## src/rtl/batq_pkg.sv

```systemverilog
package batq_pkg;
  typedef enum logic {
    ST_IDLE = 1'b0,
    ST_SEND = 1'b1
  } batq_state_e;

  localparam int unsigned BATQ_REPLY_BYTES = 3;
endpackage

```

## src/rtl/batq_decode.sv

```systemverilog
module batq_decode #(
  parameter logic [7:0] CMD_CODE = 8'hC0,
  parameter logic [7:0] DUMMY_A  = 8'h11,
  parameter logic [7:0] DUMMY_B  = 8'h88
) (
  input  logic [7:0] rx_byte,
  output logic       is_cmd,
  output logic       is_dummy
);
  always_comb begin
    is_cmd   = (rx_byte == CMD_CODE);
    is_dummy = (rx_byte == DUMMY_A) || (rx_byte == DUMMY_B);
  end
endmodule

```

## src/rtl/batq_fsm.sv

```systemverilog
module batq_fsm
  import batq_pkg::*;
#(
  parameter int unsigned NBYTES = 3,
  localparam int unsigned IDX_W = (NBYTES > 1) ? $clog2(NBYTES) : 1
) (
  input  logic             clk,
  input  logic             rst_n,
  input  logic             strobe,
  input  logic             is_cmd,
  input  logic             is_dummy,
  output batq_state_e      state_q,
  output logic [IDX_W-1:0] idx_q,
  output logic             load,
  output logic             emit_data,
  output logic             emit_err
);
  localparam logic [IDX_W-1:0] LAST_IDX = IDX_W'(NBYTES - 1);

  batq_state_e      state_d;
  logic [IDX_W-1:0] idx_d;
  logic             upd_en;

  always_comb begin
    load      = strobe && (state_q == ST_IDLE) && is_cmd;
    emit_data = strobe && (state_q == ST_SEND) && is_dummy;
    emit_err  = strobe && (state_q == ST_SEND) && !is_dummy;
    upd_en    = load || emit_data;
    state_d   = state_q;
    idx_d     = idx_q;
    if (load) begin
      state_d = ST_SEND;
      idx_d   = '0;
    end else if (emit_data) begin
      if (idx_q == LAST_IDX) begin
        state_d = ST_IDLE;
        idx_d   = '0;
      end else begin
        idx_d = idx_q + 1'b1;
      end
    end
  end

  always_ff @(posedge clk or negedge rst_n) begin
    if (!rst_n) begin
      state_q <= ST_IDLE;
      idx_q   <= '0;
    end else if (upd_en) begin
      state_q <= state_d;
      idx_q   <= idx_d;
    end
  end
endmodule

```

## src/rtl/batq_snapshot.sv

```systemverilog
module batq_snapshot #(
  parameter int unsigned LVL_W  = 10,
  parameter int unsigned NBYTES = 3,
  localparam int unsigned IDX_W = (NBYTES > 1) ? $clog2(NBYTES) : 1
) (
  input  logic             clk,
  input  logic             rst_n,
  input  logic             load,
  input  logic [LVL_W-1:0] main_lvl,
  input  logic [LVL_W-1:0] backup_lvl,
  input  logic [IDX_W-1:0] sel,
  output logic [7:0]       data_byte
);
  localparam int unsigned HI_W = LVL_W - 8;

  logic [7:0] cap_d [NBYTES];
  logic [7:0] buf_q [NBYTES];

  always_comb begin
    for (int i = 0; i < NBYTES; i++) cap_d[i] = 8'h00;
    cap_d[0] = main_lvl[7:0];
    cap_d[1] = backup_lvl[7:0];
    cap_d[2] = 8'({backup_lvl[LVL_W-1 -: HI_W], main_lvl[LVL_W-1 -: HI_W]});
  end

  for (genvar g = 0; g < NBYTES; g++) begin : g_slot
    always_ff @(posedge clk or negedge rst_n) begin
      if (!rst_n) begin
        buf_q[g] <= 8'h00;
      end else if (load) begin
        buf_q[g] <= cap_d[g];
      end
    end
  end

  always_comb begin
    data_byte = 8'h00;
    for (int i = 0; i < NBYTES; i++) begin
      if (sel == IDX_W'(i)) data_byte = buf_q[i];
    end
  end
endmodule

```

## src/rtl/batq_responder.sv

```systemverilog
module batq_responder
  import batq_pkg::*;
#(
  parameter int unsigned LVL_W    = 10,
  parameter logic [7:0]  CMD_CODE = 8'hC0,
  parameter logic [7:0]  DUMMY_A  = 8'h11,
  parameter logic [7:0]  DUMMY_B  = 8'h88,
  parameter logic [7:0]  IDLE_RSP = 8'h11,
  parameter logic [7:0]  ERR_RSP  = 8'h00
) (
  input  logic             clk,
  input  logic             rst_n,
  input  logic             rx_valid,
  input  logic [7:0]       rx_byte,
  input  logic [LVL_W-1:0] main_lvl,
  input  logic [LVL_W-1:0] backup_lvl,
  output logic [7:0]       tx_byte
);
  localparam int unsigned NBYTES = BATQ_REPLY_BYTES;
  localparam int unsigned IDX_W  = (NBYTES > 1) ? $clog2(NBYTES) : 1;

  logic             is_cmd;
  logic             is_dummy;
  batq_state_e      state_q;
  logic [IDX_W-1:0] idx_q;
  logic             load;
  logic             emit_data;
  logic             emit_err;
  logic [7:0]       data_byte;
  logic [7:0]       tx_d;

  batq_decode #(
    .CMD_CODE (CMD_CODE),
    .DUMMY_A  (DUMMY_A),
    .DUMMY_B  (DUMMY_B)
  ) decode_i (
    .rx_byte  (rx_byte),
    .is_cmd   (is_cmd),
    .is_dummy (is_dummy)
  );

  batq_fsm #(
    .NBYTES (NBYTES)
  ) fsm_i (
    .clk       (clk),
    .rst_n     (rst_n),
    .strobe    (rx_valid),
    .is_cmd    (is_cmd),
    .is_dummy  (is_dummy),
    .state_q   (state_q),
    .idx_q     (idx_q),
    .load      (load),
    .emit_data (emit_data),
    .emit_err  (emit_err)
  );

  batq_snapshot #(
    .LVL_W  (LVL_W),
    .NBYTES (NBYTES)
  ) snap_i (
    .clk        (clk),
    .rst_n      (rst_n),
    .load       (load),
    .main_lvl   (main_lvl),
    .backup_lvl (backup_lvl),
    .sel        (idx_q),
    .data_byte  (data_byte)
  );

  always_comb begin
    if (emit_data)     tx_d = data_byte;
    else if (emit_err) tx_d = ERR_RSP;
    else               tx_d = IDLE_RSP;
  end

  always_ff @(posedge clk or negedge rst_n) begin
    if (!rst_n) begin
      tx_byte <= 8'h00;
    end else if (rx_valid) begin
      tx_byte <= tx_d;
    end
  end
endmodule

```

## config.mk

```make
export PLATFORM = sky130hd
export DESIGN_NAME = batq_responder
export DESIGN_NICKNAME = d
export VERILOG_FILES = /design/src/rtl/batq_pkg.sv /design/src/rtl/batq_decode.sv /design/src/rtl/batq_fsm.sv /design/src/rtl/batq_snapshot.sv /design/src/rtl/batq_responder.sv
export SDC_FILE = /design/constraint.sdc
export NUM_CORES = 1
export LEC_CHECK = 0
export ABC_AREA = 1
export BUFFER_PORTS_ARGS = -buffer_cell sky130_fd_sc_hd__buf_2
export CAP_MARGIN = 20
export CORE_AREA = 2 2 69 71
export CTS_BUF_LIST = sky130_fd_sc_hd__clkbuf_8
export DETAILED_ROUTE_END_ITERATION = 10
export DIE_AREA = 0 0 71 73
export GPL_ROUTABILITY_DRIVEN = 0
export MAX_ROUTING_LAYER = met4
export PLACE_DENSITY_LB_ADDON = 0.08
export SLEW_MARGIN = 5
export SYNTH_ARGS = -nofsm -noshare
export SYNTH_HDL_FRONTEND = slang
export SYNTH_HIERARCHICAL = 1
export SYNTH_SLANG_ARGS = --single-unit
```

## constraint.sdc

```tcl
create_clock -name clk -period 1 [get_ports clk]
set_input_delay 0.05 -clock clk [delete_from_list [all_inputs] [get_ports clk]]
set_output_delay 0.05 -clock clk [all_outputs]
set_load 0.005 [all_outputs]
```

-- After elaboration in Yosys (flattened, before gate mapping)
Cells that the tools add are included.
- input port bits: 31
- bits in registers: 31
- output and inout bits: 8
- word-level logic and storage cells: 37
- bitwise operators: 1
- add/sub/neg operators: 1
- reductions and logical operators: 13
- eq/ne operators: 5
- muxes and demuxes: 11
- operators by type and width (cell ; number):
    8-bit 2-to-1 mux ; 4
    8-bit equality test (second input constant) ; 2
    8-bit by 5-bit equality test with 1-bit output (second input constant) ; 1
    2-bit 2-to-1 mux ; 3
    1-bit logical AND ; 5
    5-bit 2-to-1 mux ; 1
    2-bit nonzero test ; 2
    1-bit 2-to-1 mux ; 3
    3-bit AND reduction ; 1
    2-bit by 1-bit adder with 2-bit output (second input constant) ; 1
    2-bit by 1-bit equality test with 1-bit output (second input constant) ; 1
    2-bit equality test (second input constant) ; 1
    2-bit zero test ; 1
    1-bit logical OR ; 2
    2-bit AND reduction ; 1
    1-bit zero test ; 1
    1-bit NOT ; 1

-- Depth between registers and ports, before layout
- word-level depth: 6
- gate-level depth with buffers: 11
- depth with buffers taken out: 10

-- Cells and area by module
The synthesis kept the hierarchy.
- by module, submodules not included (module ; sequential area each (um2) ; cells an instance ; instances ; area an instance (um2)):
    batq_snapshot ; 500.5 ; 112 ; 1 ; 905.9
    batq_responder ; 200.2 ; 37 ; 1 ; 336.6
    batq_fsm ; 75.1 ; 22 ; 1 ; 172.7
    batq_decode ; 0.0 ; 26 ; 1 ; 102.6

-- Worst setup path before layout
Ideal clock, no wire load.
- kind: register -> register
- start: register fsm_i.idx_q[0]
- end: register tx_byte[4]
- setup time: 0.068 ns
- stages on the path, launching flop included: 6
- clock period less this slack: 1.010 ns
- arrival: 0.942 ns
- path buffers: 0
- slack: -0.010 ns
- required time: 0.932 ns
- path through: dfrtp_1 > nor2_4 > nand2_1 > o21ai_1 > nand3_1 > nand3_1
- word-level cells in the longest chain between the ends: 5
- elaborated cells between the ends (all ways): 7
- classes of those cells: 2 x eq/ne; 4 x mux; 1 x reduce/logical
- RTL lines (item ; RTL line ; text):
    start, declared ; batq_fsm.sv:13 ; output logic [IDX_W-1:0] idx_q,
    start signal, assigned ; batq_fsm.sv:50 ; idx_q <= idx_d;
    2-bit zero test ; batq_snapshot.sv:39 ; if (sel == IDX_W'(i)) data_byte = buf_q[i];
    8-bit 2-to-1 mux (2 in series) ; batq_snapshot.sv:39 ;
    8-bit 2-to-1 mux * ; batq_snapshot.sv:39 ;
    net data_byte[4] ; batq_responder.sv:29 ; logic [7:0] data_byte;
    8-bit 2-to-1 mux * ; batq_responder.sv:71 ; if (emit_data) tx_d = data_byte;
    end signal, assigned ; batq_responder.sv:80 ; tx_byte <= tx_d;
    end, declared ; batq_responder.sv:17 ; output logic [7:0] tx_byte
The timed path passes the listed nets; every way through them passes the cells marked *.
A chain may end at the register's enable or synchronous reset.

-- Worst setup path in the final report
- start: register fsm_i.state_q
- end: register snap_i/buf_q[15] in the netlist's numbering
- word-level cells in the longest chain between the ends: 3
- RTL lines (item ; RTL line ; text):
    start, declared ; batq_fsm.sv:12 ; output batq_state_e state_q,
    start signal, assigned ; batq_fsm.sv:49 ; state_q <= state_d;
    1-bit NOT ; batq_fsm.sv:25 ; load = strobe && (state_q == ST_IDLE) && is_cmd;
    1-bit logical AND (2 in series) ; batq_fsm.sv:25 ;
    net load ; batq_responder.sv:26 ; logic load;
    end signal, assigned by index ; batq_snapshot.sv:31 ; buf_q[g] <= cap_d[g];
    end, declared ; batq_snapshot.sv:17 ; logic [7:0] buf_q [NBYTES];
The timed path passes the listed nets, and every way through them passes these cells.

==> impl_metrics.csv <==
group,metric,value,unit
status,status,"finished, violations left",
status,violations,"negative setup slack",
synth,yosysTopAreaCellShare,0.511,
floorplan,start_util,0.335,
finish,area_growth,66.9,%
synth,yosysMostFrequentCell,"nand2_1",
timing,slew_headroom,0.795,
pwr,p_per_area,1150,mW/mm^2
clock_network,numCtsBuffers,5,
detailed_routing,first_pass_iters,4,
grt,grt_max_degree,25,
floorplan,io_pins,39,
place,dp.cells,296,
min_path,hp-class,"in -> reg",
finish,n_fill_cell,423,
synth,synth_cell_types,15,
finish,drive_above_1_share,0.448,
pwr,cellInternalPower,2.22,mW
synth,syn_area,0.00152,sq mm
timing,fin_setup_tns,-0.762,ns
detailed_routing,via_per_inst,4.47,
finish,multi_input_area,754,sq um
pwr,power_frac_seq,0.443,
timing,worst_clock_skew,0.00256,ns
synth,synth_top_cell_by_area,"dfrtp_1",
timing,min_period,1.06,ns
pwr,p_sw_frac,0.238,
synth,ys_ff_latch,31,
synth,ys_seq_area_frac,0.511,
flow_run,maxCapViolations,0,
timing,period_share,1.06,
synth,synth_cells,197,
critical_path,required,1.17,ns
finish,fin_cells,331,
grt,grt_usage,0.149,
clock_network,cts_max_level,2,
critical_path,cp-start-kind,"flop",
synth,synth-edff-count,0,
synth,synth_nets,228,
critical_path,regToRegEndpoint,"snap_i/buf_q[15]",
detailed_routing,drt_iter0_markers,86,
pwr,leakage,1.36,nW
critical_path,cp-endpoint,"snap_i/buf_q[15]",
grt,grt_pass1_vias,1296,
detailed_routing,wirelength,3970,um
clock_network,clock-root-buffer,"clkbuf_8",
pwr,net-switching-power,0.695,mW
finish,diodes,0,
critical_path,endpoint_kind,"flop",
clock_network,cts_buffer_depth,2,
timing,fmax,0.943,GHz
critical_path,critPathKind,"reg -> reg",
pwr,irDropWorstVdd,0.820,mV
timing,setup_viol,27,
floorplan,fp-row-count,25,
finish,fin_nets,308,
grt,grt_use_met2,0.214,
timing,rsz0062_at_grt,"true",
clock_network,clk-insertion-delay-late,0.28,ns
timing,hold_viol_final,0,
critical_path,reg2reg_from,"fsm_i/state_q",
critical_path,r2r_slack,-0.06,ns
synth,yosys-top-cells-count,"60 x nand2_1, 31 x dfrtp_1, 25 x inv_1",
floorplan,fp.dieH,73,um
grt,grt_antenna_before_repair,0,
critical_path,reg2reg_depth,6,
synth,yosysWarnings,6,
finish,post-route-util,0.558,
place,portBuffers,38,
timing,worst_pin_slew,0.307,ns
grt,grt_use_met3,0.0442,
pwr,clkPwrFrac,0.398,
grt,grt_pass1_wl,5820,um
synth,netlist_top_cells_area,"dfrtp_1 51%, nand2_1 15%, nand3_1 7.9%",
synth,async_reset_ff_frac,1.00,
detailed_routing,vias,1481,
floorplan,die_w,71,um
clock_network,cts.sinks,31,
critical_path,crit_path_max_fanout,7,
detailed_routing,route.detailed.drc,0,
detailed_routing,postRouteAntennaNets,0,
timing,setup_slack,-0.0609,ns
floorplan,core_region_area,0.00454,sq mm
synth,syn_avg_cell_area,7.70,sq um
floorplan,die_area,0.00518,sq mm
grt,grt_use_met1,0.203,
critical_path,crit_path_start,"fsm_i/state_q",
finish,regArea,778,sq um
grt,grt.busiest_layer,"met2",
grt,overflow,0,
detailed_routing,wire_per_inst,12.0,um
timing,final-max-slew-violation-count,0,
critical_path,arrival,1.23,ns
clock_network,cts_tree,"done",
place,dp_hpwl,2550,um
synth,synth_ff_type,"dfrtp_1",
pwr,combPwrFrac,0.159,
clock_network,clk_pin_slew,0.06,ns
==> routing by layer <==
layer / part of all wire / vias to the layer above
li1: - / 774
met1: 0.46 / 664
met2: 0.48 / 38
met3: 0.049 / 5
met4: 0.0096 / 0
met5: 0 / -
==> final cells by class <==
cell class	count	area share
clock buffer	5	0.0272
clock inverter	2	0.0133
inverter	35	0.0598
multi-input combinational	125	0.298
sequential	31	0.307
tap	54	0.0267
timing repair buffer	79	0.268
==> worst min path at each step <==
stage / depth (start not counted) / startpoint / slack, ns / endpoint
after floorplan: 0 / rst_n / -0.25 / fsm_i/idx_q[0]
after global placement: 1 / rst_n / -0.05 / snap_i/buf_q[2]
after detailed placement: 1 / rst_n / -0.04 / snap_i/buf_q[2]
after CTS: 3 / main_lvl[5] / 0.0004 / snap_i/buf_q[21]
after global routing: 4 / rx_valid / 0.22 / fsm_i/state_q
final: 4 / rx_valid / 0.18 / fsm_i/state_q
==> critical path, stage by stage (launching register included) <==
cell,delay [ns]
dfrtp_1,0.39
inv_2,0.07
nand3_4,0.10
clkinv_8,0.10
clkbuf_16,0.18
nand2_4,0.06
o21ai_2,0.05
==> placed cells by master (no fill, tap or decap) <==
cell type and count:
buf_8 3, nand2_4 8, clkinv_8 1, o21ai_1 12, dlygate4sd3_1 21, clkbuf_8 5, buf_2 38, nand3_2 8
clkbuf_16 3, buf_6 4, dfrtp_1 29, bufinv_16 1, inv_4 1, nand4_1 2, nor2_4 2, clkinv_4 1
nand3_1 18, o21ai_2 12, inv_2 8, buf_4 7, o21bai_1 1, nand3_4 1, buf_12 3, nand2_2 16
inv_1 25, dfrtp_2 2, nor2_1 8, nand2_1 37
==> kinds of logic after synthesis <==
kind of cell | share of synthesized area
AND/OR/NAND/NOR | 0.289
buffers and inverters | 0.115
flip-flops | 0.511
AO/OA/AOI/OAI | 0.0841
==> per-stage QoR <==
stage          total power [mW]  setup WS, ns  hold slack, ns  area, sq um
2_1_floorplan              1.47       0.00152          -0.246         1520
3_3_place_gp               1.65        -0.109         -0.0454         1870
3_5_place_dp               1.65       -0.0985         -0.0430         1870
4_1_cts                    2.89       -0.0515        0.000389         2200
5_1_grt                    3.05        -0.124           0.219         2530
6_report                   2.92       -0.0609           0.184         2530
==> what timing repair did <==
| action | in CTS | in global routing |
|---|---|---|
| buffers inserted | 1 | 2 |
| hold buffers | 19 | 2 |
| gates resized for setup | 9 | 60 |
| endpoints found under the setup margin | 31 | 31 |
| cloned | 0 | 4 |
| endpoints found under the hold margin | 49 | 2 |
| pin swaps | 13 | 17 |
==> power groups by stage <==
stage	Clock (mW)	Sequential, mW	Combinational (mW)
floorplan	0	1.32	0.146
global placement	0	1.32	0.330
detailed placement	0	1.32	0.330
CTS	1.19	1.29	0.404
global route	1.25	1.29	0.510
finish	1.16	1.29	0.463
==> registers in the layout, indices dropped and copies added, names as in the netlist <==
signal	flops
fsm_i/idx_q	2
fsm_i/state_q	1
snap_i/buf_q	20
tx_byte	8
Power figures use the tool's default switching activity.
